<file path="config.mk">
export PLATFORM = sky130hd
export DESIGN_NAME = prot_key_guard
export DESIGN_NICKNAME = d
export VERILOG_FILES = /design/src/rtl/prot_key_pkg.sv /design/src/rtl/prot_key_decode.sv /design/src/rtl/prot_key_fsm.sv /design/src/rtl/prot_key_gate.sv /design/src/rtl/prot_key_guard.sv
export SDC_FILE = /design/constraint.sdc
export NUM_CORES = 1
export LEC_CHECK = 0
export ABC_AREA = 1
export CAP_MARGIN = 40
export CORE_AREA = 2 2 39 41
export CTS_BUF_LIST = sky130_fd_sc_hd__clkbuf_4 sky130_fd_sc_hd__clkbuf_8 sky130_fd_sc_hd__clkbuf_16
export DETAILED_ROUTE_END_ITERATION = 16
export DIE_AREA = 0 0 41 43
export GPL_TIMING_DRIVEN = 0
export RECOVER_POWER = 25
export SLEW_MARGIN = 20
export SYNTH_ARGS = -nofsm -noshare
export SYNTH_HDL_FRONTEND = slang
export SYNTH_HIERARCHICAL = 1
export SYNTH_SLANG_ARGS = --single-unit
</file>
<file path="constraint.sdc">
create_clock -name clk -period 1.8 [get_ports clk]
set_clock_uncertainty 0.2 [all_clocks]
set_input_delay 0.36 -clock clk [delete_from_list [all_inputs] [get_ports clk]]
set_output_delay 0.36 -clock clk [all_outputs]
set_load 0.03 [all_outputs]
</file>
<file path="src/rtl/prot_key_pkg.sv">
package prot_key_pkg;

    localparam int          KEY_W       = 8;
    localparam logic [7:0]  KEY_FIRST   = 8'hCA;
    localparam logic [7:0]  KEY_SECOND  = 8'h53;

    typedef enum logic [1:0] {
        LK_CLOSED = 2'd0,
        LK_ARMED  = 2'd1,
        LK_OPEN   = 2'd2
    } lock_state_e;

    typedef struct packed {
        logic key_wr;     // write aimed at the key address
        logic is_first;   // data equals first key
        logic is_second;  // data equals second key
    } key_evt_t;

    // Next lock state for one bus cycle.
    function automatic lock_state_e lock_next(lock_state_e cur, key_evt_t ev);
        lock_state_e nxt;
        nxt = cur;
        if (ev.key_wr) begin
            if (ev.is_first)
                nxt = LK_ARMED;
            else if (ev.is_second && cur == LK_ARMED)
                nxt = LK_OPEN;
            else
                nxt = LK_CLOSED;
        end
        return nxt;
    endfunction

endpackage

</file>
<file path="src/rtl/prot_key_decode.sv">
module prot_key_decode
    import prot_key_pkg::*;
#(
    parameter int              ADDR_W   = 4,
    parameter logic [ADDR_W-1:0] KEY_ADDR = '1
) (
    input  logic              wr_en,
    input  logic [ADDR_W-1:0] wr_addr,
    input  logic [KEY_W-1:0]  wr_data,
    output key_evt_t          evt,
    output logic              other_wr
);

    logic addr_hit;

    always_comb begin
        addr_hit      = (wr_addr == KEY_ADDR);
        evt.key_wr    = wr_en && addr_hit;
        evt.is_first  = (wr_data == KEY_FIRST);
        evt.is_second = (wr_data == KEY_SECOND);
        other_wr      = wr_en && !addr_hit;
    end

endmodule

</file>
<file path="src/rtl/prot_key_fsm.sv">
module prot_key_fsm
    import prot_key_pkg::*;
(
    input  logic     clk,
    input  logic     por,
    input  key_evt_t evt,
    output logic     permit,
    output logic     armed
);

    lock_state_e state_q;
    lock_state_e state_d;

    always_comb begin
        state_d = lock_next(state_q, evt);
    end

    // Only the power-on reset touches the lock state.
    always_ff @(posedge clk) begin
        if (por) begin
            state_q <= LK_CLOSED;
            permit  <= 1'b0;
            armed   <= 1'b0;
        end else begin
            state_q <= state_d;
            permit  <= (state_d == LK_OPEN);
            armed   <= (state_d == LK_ARMED);
        end
    end

endmodule

</file>
<file path="src/rtl/prot_key_gate.sv">
module prot_key_gate (
    input  logic clk,
    input  logic por,
    input  logic sys_rst,
    input  logic other_wr,
    input  logic permit,
    output logic prot_we
);

    always_ff @(posedge clk) begin
        if (por || sys_rst)
            prot_we <= 1'b0;
        else
            prot_we <= other_wr && permit;
    end

endmodule

</file>
<file path="src/rtl/prot_key_guard.sv">
module prot_key_guard
    import prot_key_pkg::*;
#(
    parameter int                ADDR_W   = 4,
    parameter logic [ADDR_W-1:0] KEY_ADDR = '1
) (
    input  logic              clk,
    input  logic              por,
    input  logic              sys_rst,
    input  logic              wr_en,
    input  logic [ADDR_W-1:0] wr_addr,
    input  logic [7:0]        wr_data,
    output logic              wr_permit_o,
    output logic              key_armed_o,
    output logic              prot_we_o
);

    key_evt_t evt;
    logic     other_wr;
    logic     permit;
    logic     armed;

    prot_key_decode #(
        .ADDR_W   (ADDR_W),
        .KEY_ADDR (KEY_ADDR)
    ) u_decode (
        .wr_en    (wr_en),
        .wr_addr  (wr_addr),
        .wr_data  (wr_data),
        .evt      (evt),
        .other_wr (other_wr)
    );

    prot_key_fsm u_fsm (
        .clk    (clk),
        .por    (por),
        .evt    (evt),
        .permit (permit),
        .armed  (armed)
    );

    prot_key_gate u_gate (
        .clk      (clk),
        .por      (por),
        .sys_rst  (sys_rst),
        .other_wr (other_wr),
        .permit   (permit),
        .prot_we  (prot_we_o)
    );

    assign wr_permit_o = permit;
    assign key_armed_o = armed;

endmodule

</file>
After elaboration in Yosys (flattened, before gate mapping) --
Cells that the tools add are included.
Word-level totals: memories 0, memory bits (writable) 0, logic and storage cells 19, ROM bits 0, register bits after elaboration 5, bits in latches 0, output and inout bits 3
Cells by class: muxes and demuxes 3, div/mod/pow operators 0, $mul 0, bitwise logic cells 0, eq/ne operators 6, reduce and logical (&&, ||, !) cells 6, magnitude comparators 0, add/subtract/negate cells 0, shift-type cells 0
Operators by type and width (count):
- $eq A8 B7 Y1 const B | 1
- $eq A8 B8 Y1 const B | 1
- $mux W2 | 3
- $eq A2 B1 Y1 const B | 2
- $eq A4 B4 Y1 const B | 1
- $logic_and A1 B1 Y1 | 4
- $eq A2 B2 Y1 const B | 1
- $logic_not A1 Y1 | 1
- $logic_or A1 B1 Y1 | 1

Longest topological paths before layout --
Gate-level depths: netlist (run 1).
depth after elaboration 6, gate-level depth with buffers 10, gate-level depth less buffers 10

By module --
Netlist (run 1), hierarchy kept.
By module, submodules not included:
- prot_key_fsm | area an instance 161.4 um^2, instances 1, cells each 20
- prot_key_decode | area an instance 97.6 um^2, instances 1, cells each 25
- prot_key_gate | area an instance 41.3 um^2, instances 1, cells each 6

Least setup slack after synthesis (run 1) --
No wires, ideal clock.
path kind input to register, from input port wr_addr[3], to register u_fsm.armed, arrival time 1.089 ns, setup time 0.114 ns, buffers on the path 0, slack 0.397 ns, cell stages on the path 6, cells stage by stage nand2_1 -> nor3_1 -> nand2_1 -> o21ai_1 -> nor2_2 -> nor2b_1
RTL lines:
- start, declared | RTL line prot_key_guard.sv:11 | input logic [ADDR_W-1:0] wr_addr,
- end signal, assigned | RTL line prot_key_fsm.sv:27 | armed <= (state_d == LK_ARMED);
- end, declared | RTL line prot_key_fsm.sv:8 | output logic armed

==> impl_results.md, run 1 <==
* Status: finished clean
* Number of warning messages in the yosys log at 6
* Leading cell type in the layout, fill and taps excluded: clkdlybuf4s50_1
* Number of CTS-inserted buffers at 3
* Worst Tran Pin Value at 359 ps
* Most frequent cells in the layout: clkdlybuf4s50_1 (15), nand2_1 (14), inv_1 (12)
* Top Layer Used: met3
* Clk network pwr share at 0.460
* Detailed-placement wirelength estimate at 552 microns
* Tcrit/Tclk final at 0.899
* Area growth syn-to-layout at 76.7%
* Die Area at 1760 sq um
* Max frequency at 618 MHz
* Initial Utilization at 0.217
* Clk root buf: clkbuf_4
* WP data arrival at 1550 ps
* Vias per std cell at 3.78
* Register-to-Register Path Depth at 3
* Post-synthesis compound-gate area fraction at 0.0333
* Routed WL per cell at 7.01 microns
* Number of antenna violations at the first check in global routing at 0
* Adder-cell share of the synthesized area at 0
* Number of I/O pins at 19
* Part of the total power dissipated in sequential elements at 0.365
* Startpoint class of the critical path: primary input
* Post-CTS clock slew at the launch and capture registers of the worst setup and hold paths at 40 ps
* Remaining number of nets flagged by the antenna check after routing at 0
* Pin count of the biggest net entering global routing at 5
* Power density over cell area at 580 nW/um^2
* Clock Latency Late Sink at 230 ps
* Combinational cell fraction of total power at 0.175
* Register area share after synthesis at 0.333
* Synth Net Count at 67
* Net load switching power at 0.0618 mW
* Dominant combinational cell family by area after synthesis: simple AND/OR/NAND/NOR gates
* Antenna Cells at 0
* Simple-Gate Fraction of Synth Area at 0.483
* Post-synthesis instance area at 300 sq um
* Iter 0 DRT Violations at 5
* Sum of routed wire length over all layers at about 620 microns
* Delay contributed by the slowest stage of the critical path at 450 ps
* Cell repeated most along the worst path: nand2_1
* Type of the worst setup path: primary input to flop
* Switching Fraction at 0.201
* Post-layout utilization of the core at 0.383
* Clock buffer depth at 2
* Worst-case hold path end point: u_gate/prot_we
* Ordered cell list for the critical path: clkdlybuf4s50_1 > nand2_1 > nor3_2 > nand2_1 > o21ai_1 > nor2_2 > nor2b_1
* Hold Violations, Final at 0
* Worst Hold Launch: u_fsm/permit
* Path class of the lowest-slack min-delay path: flop to flop
* Final setup violation count at 0
* Number of buffers inserted by hold repair at cts at 0
* Max rail drop VDD at 0.225 mV
* Highest-delay cell along the critical path: clkdlybuf4s50_1
* Parity-gate share of the synthesized area counting xor and xnor cells at 0
* WHS at 245 ps
* Static Leak at 0.265 nW
* Max capacitance violation total at 0
* Global-route wire length before repair at around 1.1 mm
* Gate count of the mapped netlist at 51
* Number of buffers added on ports at 18
* Internal power at 0.246 mW
* # DRC at 0
* Vias in the first global route at 346
* Final Non-Filler Cells at 89
* FF-to-FF Start: u_fsm/state_q[0]
* H-tree depth reported by CTS at 1
* Endpoint of the worst register-to-register path: u_fsm/armed
* Total global-route track usage at 0.0905
* RSZ-0062 raised after global routing: no
* Overall power after layout at 0.308 mW
* Distinct cell type count of the synthesized netlist at 11
* Clock tree from TritonCTS: yes
* Die Y-Extent at between 40 and 50 microns
* Core area at 1380 sq um
* NumNets Final at 90
* Clk sinks at 5
* Detail Route met2 WL at 315 microns
* Shortest clock period the worst path allows after layout at 1620 ps
* # rows at 14
* Syn Area/Cell at 5.89 sq um
* Width of the chip at 41 microns
* First-pass iteration count of the detailed router at 2
* DP Cell Count at 85
* Setup slack, reg-to-reg at approximately 800 ps
* Share of cells above drive strength 1 at 0.164
* Grt total ovfl at 0
* Number of synthesized register bits at 5
* Count of vias placed by the detailed router at 336
* Max transition margin at 0.762
* Crit Path Max Fanout at 4
* Element type at the critical path end: flop
* RePlAce Congestion at 0.619
* Max Transition Viols Final at 0
* Post-Route M1 WL at 241 microns
* Share of synthesized area spent on multiplexers at 0
* Required time of the critical path at 1730 ps
* Min-Delay Path Depth at 2
* Met3 wire length at 67 microns
[registers in the layout, indices dropped and copies added, names as in the netlist]
register	count
u_fsm/state_q	2
u_fsm/armed	1
u_fsm/permit	1
u_gate/prot_we	1
[cell type report]
type / instances / area [sq um]
fill: 172 / 853
sequential: 5 / 100
inverter: 12 / 45.0
timing repair buffer: 18 / 175
tap: 16 / 20.0
clock buffer: 4 / 30.0
multi-input combinational: 34 / 160
[worst max path at each step]
| stage | start | to | slack, ps |
|---|---|---|---|
| detailed placement | wr_addr[3] | u_fsm/armed | -200 |
| global placement | wr_addr[3] | u_fsm/armed | -210 |
| floorplan | wr_addr[3] | u_fsm/armed | 400 |
| CTS | u_fsm/armed | key_armed_o | 30 |
| global route | wr_addr[3] | u_fsm/armed | 90 |
| finish | wr_addr[3] | u_fsm/armed | 180 |
[synth_stat cells (all sizes together)]
| cell | n | area [sq um] |
|---|---|---|
| dfxtp | 5 | 100 |
| nor2 | 13 | 58.8 |
| nand3 | 1 | 10.0 |
| o21ai | 1 | 5.00 |
| nor3 | 1 | 5.00 |
| nand2 | 16 | 65.1 |
| nor2b | 1 | 6.26 |
| inv | 12 | 45.0 |
| a21oi | 1 | 5.00 |
[cell families after synthesis]
family	Yosys count
and+or+nand+nor	32
DFF	5
AOI/OAI and AO/OA	2
buffers and inverters	12
[per-stage QoR]
step	area (sq um)	setup WS [ps]	setup TNS, ps
after floorplan	300	397	0
after global placement	500	-210	-574
after detailed placement	500	-196	-532
after CTS	529	33.0	0
after global routing	531	85.0	0
final	531	181	0
[worst max-delay path, delay by kind of cell]
kind	cells	cell delay, ps
buffers and inverters	1	450
AND/OR/NAND/NOR	5	590
AO/OA/AOI/OAI	1	140
[power groups by stage]
| stage | registers, mW | logic (mW) | clock network (mW) |
|---|---|---|---|
| 2_1_floorplan | 0.115 | 0.0143 | 0 |
| 3_3_place_gp | 0.114 | 0.0530 | 0 |
| 3_5_place_dp | 0.114 | 0.0539 | 0 |
| 4_1_cts | 0.112 | 0.0541 | 0.148 |
| 5_1_grt | 0.112 | 0.0608 | 0.164 |
| 6_report | 0.112 | 0.0539 | 0.142 |
[timing repair]
item | 4_1_cts | 5_1_grt
setup endpoints to repair | 1 | 4
gates cloned | 0 | 0
resized for setup | 1 | 3
setup buffers | 0 | 0
[layer usage]
metal	GRT usage	vias to the layer above
met4	0.0600	0
met1	0.0680	137
met2	0.156	10
li1	-	189
met3	0.0524	0
met5	0	-
No activity file was read; power rests on OpenSTA's default activity.
==> run 2: changes to the inputs <==
--- a/config.mk
+++ b/config.mk
@@ -13,7 +13,7 @@
 export DIE_AREA = 0 0 41 43
 export GPL_TIMING_DRIVEN = 0
 export RECOVER_POWER = 25
-export SLEW_MARGIN = 20
+export SLEW_MARGIN = 5
 export SYNTH_ARGS = -nofsm -noshare
 export SYNTH_HDL_FRONTEND = slang
 export SYNTH_HIERARCHICAL = 1
==> results of run 2 <==
Final layout, timing and power as in run 1 (identical DEF).
